--- config.mk ---
export PLATFORM = sky130hd
export DESIGN_NAME = motor_out_fmt
export DESIGN_NICKNAME = d
export VERILOG_FILES = /design/src/rtl/mof_pkg.sv /design/src/rtl/mof_ctrl.sv /design/src/rtl/mof_datapath.sv /design/src/rtl/motor_out_fmt.sv
export SDC_FILE = /design/constraint.sdc
export NUM_CORES = 1
export LEC_CHECK = 0
export BUFFER_PORTS_ARGS = -buffer_cell sky130_fd_sc_hd__buf_2
export CAP_MARGIN = 20
export CORE_ASPECT_RATIO = 1.5
export CORE_MARGIN = 5
export CORE_UTILIZATION = 58
export CTS_BUF_LIST = sky130_fd_sc_hd__clkbuf_8
export DETAILED_ROUTE_END_ITERATION = 10
export GPL_ROUTABILITY_DRIVEN = 0
export PLACE_DENSITY = 0.86
export SKIP_CTS_REPAIR_TIMING = 1
export SYNTH_ARGS = -nofsm -noshare
export SYNTH_HDL_FRONTEND = slang
export SYNTH_SLANG_ARGS = --single-unit
export TNS_END_PERCENT = 10
--- constraint.sdc ---
create_clock -name clk -period 3.8 [get_ports clk]
set_input_delay 0.38 -clock clk [delete_from_list [all_inputs] [get_ports clk]]
set_output_delay 0.38 -clock clk [all_outputs]
set_load 0.05 [all_outputs]
--- src/rtl/mof_pkg.sv ---
package mof_pkg;

  typedef enum logic [1:0] {
    MODE_PAR8  = 2'b00,
    MODE_MUX12 = 2'b01,
    MODE_PWM   = 2'b10,
    MODE_RSVD  = 2'b11
  } outMode_e;

  // Strobes from sequencing control to the datapath
  typedef struct packed {
    logic load;    // first edge of a sample period
    logic emitLo;  // slot for the low half of the split word
  } seqStrobe_t;

endpackage

--- src/rtl/mof_ctrl.sv ---
module mof_ctrl
  import mof_pkg::*;
#(
  parameter int PHASE_W = 8,
  parameter int LO_SLOT = 2
) (
  input  logic               clk,
  input  logic               rstN,
  output seqStrobe_t         strobes,
  output logic [PHASE_W-1:0] phase
);

  localparam logic [PHASE_W-1:0] LO_AT = PHASE_W'(LO_SLOT);

  always_ff @(posedge clk) begin
    if (!rstN) phase <= '0;
    else       phase <= phase + 1'b1;
  end

  always_comb begin
    strobes.load   = (phase == '0);
    strobes.emitLo = (phase == LO_AT);
  end


  phase_step_chk: assert property (@(posedge clk) disable iff (!rstN)
    1'b1 |=> phase == $past(phase) + 1'b1);

endmodule

--- src/rtl/mof_datapath.sv ---
module mof_datapath
  import mof_pkg::*;
#(
  parameter int DEMAND_W = 12,
  parameter int PAR_W    = 8,
  parameter int PWM_BITS = 8
) (
  input  logic                clk,
  input  logic                rstN,
  input  seqStrobe_t          st,
  input  logic [PWM_BITS-1:0] phase,
  input  logic [DEMAND_W-1:0] demand,
  input  logic [1:0]          modeSel,
  output logic [PAR_W-1:0]    par8Out,
  output logic [DEMAND_W/2-1:0] muxOut,
  output logic                strobeHi,
  output logic                strobeLo,
  output logic                pwmSign,
  output logic                pwmMag
);

  localparam int HALF_W    = DEMAND_W / 2;
  localparam int MAG_SHIFT = DEMAND_W - 1 - PWM_BITS;
  localparam logic [PAR_W-1:0]    PAR_ZERO = {1'b1, {(PAR_W-1){1'b0}}};
  localparam logic [DEMAND_W-1:0] MAG_CAP  = DEMAND_W'((1 << PWM_BITS) - 1);

  outMode_e            modeReg, modeEff, modeNow;
  logic [PWM_BITS-1:0] magReg, magNew, magNow;
  logic [HALF_W-1:0]   lowHalf;
  logic [DEMAND_W-1:0] code12, absVal, scaled;
  logic [PAR_W-1:0]    parCode;

  // Offset binary: flipping the sign bit adds half of full scale
  always_comb begin
    code12 = {~demand[DEMAND_W-1], demand[DEMAND_W-2:0]};
  end

  generate
    if (PAR_W == DEMAND_W) begin : g_parFull
      always_comb parCode = code12;
    end else begin : g_parTrunc
      always_comb parCode = code12[DEMAND_W-1 -: PAR_W];
    end
  endgenerate

  // Magnitude: absolute value scaled to the pulse range, with saturation
  always_comb begin
    absVal = demand[DEMAND_W-1] ? (~demand + 1'b1) : demand;
    scaled = absVal >> MAG_SHIFT;
    magNew = (scaled > MAG_CAP) ? MAG_CAP[PWM_BITS-1:0] : scaled[PWM_BITS-1:0];
  end

  always_comb begin
    modeEff = (outMode_e'(modeSel) == MODE_RSVD) ? MODE_PAR8 : outMode_e'(modeSel);
    modeNow = st.load ? modeEff : modeReg;
    magNow  = st.load ? magNew  : magReg;
  end

  always_ff @(posedge clk) begin
    if (!rstN) begin
      modeReg  <= MODE_PAR8;
      magReg   <= '0;
      lowHalf  <= '0;
      par8Out  <= PAR_ZERO;
      muxOut   <= '0;
      strobeHi <= 1'b0;
      strobeLo <= 1'b0;
      pwmSign  <= 1'b0;
      pwmMag   <= 1'b0;
    end else begin
      if (st.load) begin
        modeReg  <= modeEff;
        magReg   <= magNew;
        lowHalf  <= code12[HALF_W-1:0];
        par8Out  <= (modeEff == MODE_PAR8) ? parCode : PAR_ZERO;
        pwmSign  <= (modeEff == MODE_PWM) && demand[DEMAND_W-1];
        muxOut   <= (modeEff == MODE_MUX12) ? code12[DEMAND_W-1 -: HALF_W] : '0;
        strobeHi <= (modeEff == MODE_MUX12);
      end else begin
        strobeHi <= 1'b0;
      end
      if (st.emitLo && modeReg == MODE_MUX12) muxOut <= lowHalf;
      strobeLo <= st.emitLo && (modeReg == MODE_MUX12);
      pwmMag   <= (modeNow == MODE_PWM) && (phase < magNow);
    end
  end


  strobe_hi_width_chk: assert property (@(posedge clk) disable iff (!rstN)
    strobeHi |=> !strobeHi);


  strobe_lo_order_chk: assert property (@(posedge clk) disable iff (!rstN)
    strobeLo |-> $past(strobeHi, 2) && !strobeHi);


  hold_midperiod_chk: assert property (@(posedge clk) disable iff (!rstN)
    (phase != '0) |=> $stable(par8Out) && $stable(pwmSign));


  pwm_zero_chk: assert property (@(posedge clk) disable iff (!rstN)
    (!st.load && magReg == '0) |=> !pwmMag);


  pwm_idle_chk: assert property (@(posedge clk) disable iff (!rstN)
    (modeReg != MODE_PWM) |-> !pwmMag && !pwmSign);


  mux_idle_chk: assert property (@(posedge clk) disable iff (!rstN)
    (modeReg != MODE_MUX12) |-> muxOut == '0 && !strobeHi && !strobeLo);

endmodule

--- src/rtl/motor_out_fmt.sv ---
module motor_out_fmt
  import mof_pkg::*;
#(
  parameter int DEMAND_W = 12,
  parameter int PAR_W    = 8,
  parameter int PWM_BITS = 8
) (
  input  logic                  clk,
  input  logic                  rstN,
  input  logic [DEMAND_W-1:0]   demand,
  input  logic [1:0]            modeSel,
  output logic [PAR_W-1:0]      par8Out,
  output logic [DEMAND_W/2-1:0] muxOut,
  output logic                  strobeHi,
  output logic                  strobeLo,
  output logic                  pwmSign,
  output logic                  pwmMag
);

  seqStrobe_t          seqStrobes;
  logic [PWM_BITS-1:0] phase;

  mof_ctrl #(.PHASE_W(PWM_BITS), .LO_SLOT(2)) uCtrl (
    .clk     (clk),
    .rstN    (rstN),
    .strobes (seqStrobes),
    .phase   (phase)
  );

  mof_datapath #(.DEMAND_W(DEMAND_W), .PAR_W(PAR_W), .PWM_BITS(PWM_BITS)) uData (
    .clk      (clk),
    .rstN     (rstN),
    .st       (seqStrobes),
    .phase    (phase),
    .demand   (demand),
    .modeSel  (modeSel),
    .par8Out  (par8Out),
    .muxOut   (muxOut),
    .strobeHi (strobeHi),
    .strobeLo (strobeLo),
    .pwmSign  (pwmSign),
    .pwmMag   (pwmMag)
  );

endmodule

==> Flow_metrics.wiki <==
{| class="wikitable"
! Metric !! Value
|-
| Result of the run || finished clean
|-
| Vias || about 1800
|-
| Maximum number of pins on one net before global-route repair || 43
|-
| Worst hold path type || input pin to register
|-
| Via count of the first global-routing pass || between 1500 and 2000
|-
| Max FO, Critical Path || 29
|-
| CP top delay family || compound AO/OA/AOI/OAI gates
|-
| H-Tree Depth || 2
|-
| Synth async-reset ratio || 0
|-
| Beginning of the critical path || uCtrl.phase[3]
|-
| Critical-path cell list || nor4_1 -> nand3_1 -> buf_4 -> a31oi_2 -> nand2_1 -> o21ai_0 -> ha_1 -> a21oi_1 -> nor2b_1 -> o21ai_0 -> a21oi_1 -> a311oi_1
|-
| Clk buf depth || 2
|-
| Final Hold Fails || 0
|-
| LEAKAGE || 1.13 nW
|-
| Setup-failing EPs final || 0
|-
| Length of the first detailed-routing pass in iterations || 4
|-
| Congestion Overflow GR || 0
|-
| HPWL after detailed placement || between 3 and 4 mm
|-
| Count of unresolved DRC violations after routing || 0
|-
| Max stage delay on crit path || 0.53 ns
|-
| Share of layout cells above drive strength 1 || 0.195
|-
| Num ports || 34
|-
| Antenna violations before repair || 0
|-
| Count of distinct cell types in the synthesized netlist || 42
|-
| Global-route wire length before repair || 8.34 mm
|-
| Sequential-to-total area share from yosys stat || 0.395
|-
| RSZ-0062 raised after global routing || no
|-
| Clock period minus final worst setup slack || 2.81 ns
|-
| Count of cell instances traversed by the critical path || 12
|-
| Power density over the cells || ~470 mW/mm²
|-
| Area Growth Syn to Fin || 14.9%
|-
| Cell total after placement || just over 300
|-
| Maximum clock rate || 0.356 GHz
|-
| R2R cell count || 12
|-
| Critical register-to-register path endpoint || uData.pwmMag
|-
| Arrival time at the worst endpoint || 3.02 ns
|-
| Number of non-filler instances in the completed layout || 315
|-
| TNS Setup || 0 ns
|-
| DR iter-0 viols || 46
|-
| Row count || 27
|-
| Core box area || 0.00361 mm²
|-
| Kind of launch point of the worst setup path || register
|-
| Standard cell area after detailed placement || 0.00230 mm²
|-
| Net count of the mapped netlist || approximately 270
|-
| Drt via density || 5.79
|-
| N_diodes || 0
|-
| Total Routing Usage GR || 0.216
|-
| Height of the chip || 84.2 µm
|-
| Total wire length after detailed routing || between 4 and 5 mm
|-
| DIE AREA || ~0.0050 mm²
|-
| Design Area, Final || 0.00245 mm²
|-
| Clock transition at the register clock pins on the worst setup and hold paths after CTS || 0.08 ns
|-
| Main synth FF type || dfxtp_1
|-
| Post-synthesis instance area || 0.00213 mm²
|-
| Number of routed nets with antenna violations || 0
|-
| Standard cell with the maximum stage delay on the critical path || nor4_1
|-
| Startpoint of the worst register-to-register path || uCtrl.phase[3]
|-
| Max-cap violations || 0
|-
| Buffers added on ports || 33
|-
| Max transition margin || 0.594
|-
| Critical path buffer and inverter count || 1
|-
| Critical Path Sink Type || register
|-
| Clock Skew || around 0.0086 ns
|-
| Number of synthesized flops with an enable pin || 0
|-
| Peak ir drop on the vdd network || ~0.36 mV
|-
| Hold WS || 0.351 ns
|-
| Syn_area_per_cell || 8.76 µm²
|-
| Drt wl/cell || 15.6 µm
|-
| Number of nets at the end of the flow || 300
|-
| Flop2flop setup slack || 0.99 ns
|-
| CTS tree || built
|-
| Period Utilization, post-route || 0.739
|-
| Worst setup path endpoint || uData.pwmMag
|-
| Inserted Clock Buffers || 5
|-
| Pins Over Slew Limit || 0
|-
| Critical path data required time || approximately 4 ns
|-
| Clock net sink count || 42
|-
| Starting density of the core || 0.589
|-
| Die X-Extent || 59.5 µm
|-
| Worst setup path class || register to register
|-
| CTS root buf || clkbuf_8
|-
| Synth Warn # || 0
|-
| Worst slew pin tran || 0.610 ns
|-
| Synthesized netlist cell count || approximately 240
|-
| Later-pin clock latency in the skew report || 0.29 ns
|-
| Number of storage elements in the synthesis netlist || 42
|}
-- layout make-up --
class / count / area [µm²]
clock inverters: 2 / 60.1
well taps: 43 / 53.8
inverters: 6 / 22.5
flip-flops and latches: 42 / 841
clock buffers: 6 / 82.6
fillers: 295 / 1170
multi-input cells: 180 / 1200
repair buffers: 36 / 188
-- worst register-to-register path, cell delays in order, from the launching register on --
cell and delay [ns]:
dfxtp_1 0.38, nor4_1 0.53, nand3_1 0.13, buf_4 0.26, a31oi_2 0.31, nand2_1 0.09
o21ai_0 0.09, ha_1 0.26, a21oi_1 0.16, nor2b_1 0.06, o21ai_0 0.15, a21oi_1 0.08
a311oi_1 0.22
-- placed cells by master (no fill, tap or decap), drive strengths merged, types with 7 or more instances in the layout --
cell / instances
o21ai: 13
ha: 13
nand3: 24
a21boi: 14
and2: 7
nand2: 36
dfxtp: 42
buf: 36
a21oi: 9
xor2: 7
-- report_power, final --
group          switching, mW  total, mW  internal [mW]
sequential            0.0167      0.487          0.471
combinational          0.150      0.227         0.0762
clock                  0.154      0.434          0.280
-- layer usage --
layer | track usage | share of wire | up-vias
met2 | 0.369 | 0.54 | 48
met4 | 0.109 | 0.034 | 0
met1 | 0.239 | 0.38 | 854
met3 | 0.0538 | 0.043 | 16
met5 | 0 | 0 | -
li1 | - | - | 906
-- cell families (layout without fill, tap and decap cells) --
kind of cell    Yosys count  count (layout)  synth area share
xor+xnor                 11              11            0.0452
buf+inv                  21              50            0.0423
flops                    42              42             0.395
simple gates             99              99             0.249
mux                       2               2           0.00940
compound gates           55              55             0.183
fa+ha+maj                13              13            0.0764
-- metrics by stage --
| step | power (mW) | setup slack [ns] | utilization |
|---|---|---|---|
| floorplan | 0.659 | 0.996 | - |
| global placement | 0.716 | 0.863 | 0.637 |
| detailed placement | 0.722 | 0.815 | 0.637 |
| CTS | 1.16 | 0.975 | 0.677 |
| global route | 1.21 | 0.681 | 0.677 |
| finish | 1.15 | 0.992 | 0.677 |
-- Yosys cell counts (all sizes together), types with 7 or more instances --
master | count | share of area
clkbuf | 11 | 0.019
ha | 13 | 0.076
nand3 | 24 | 0.056
a21boi | 14 | 0.049
dfxtp | 42 | 0.39
a21oi | 9 | 0.021
nand2 | 36 | 0.063
o21ai | 13 | 0.031
xor2 | 7 | 0.029
and2 | 7 | 0.021
-- flip-flops by register name (all words and copies together) (netlist names), 2 cells and up --
name and cells:
uData.par8Out 8, uCtrl.phase 8, uData.muxOut 6, uData.lowHalf 6, uData.modeReg 2, uData.magReg 8
-- how the worst min path moves through the flow --
stage | cells after the start | start | slack (ns) | end
2_1_floorplan | 2 | uData.lowHalf[3] | 0.44 | uData.lowHalf[3]
3_3_place_gp | 2 | uData.par8Out[5] | 0.45 | uData.par8Out[5]
3_5_place_dp | 2 | uData.par8Out[2] | 0.46 | uData.par8Out[2]
4_1_cts | 3 | demand[1] | 0.35 | uData.lowHalf[1]
5_1_grt | 3 | demand[1] | 0.37 | uData.lowHalf[1]
6_report | 3 | demand[1] | 0.35 | uData.lowHalf[1]
Note: power is estimated with default switching activity, not from simulation.
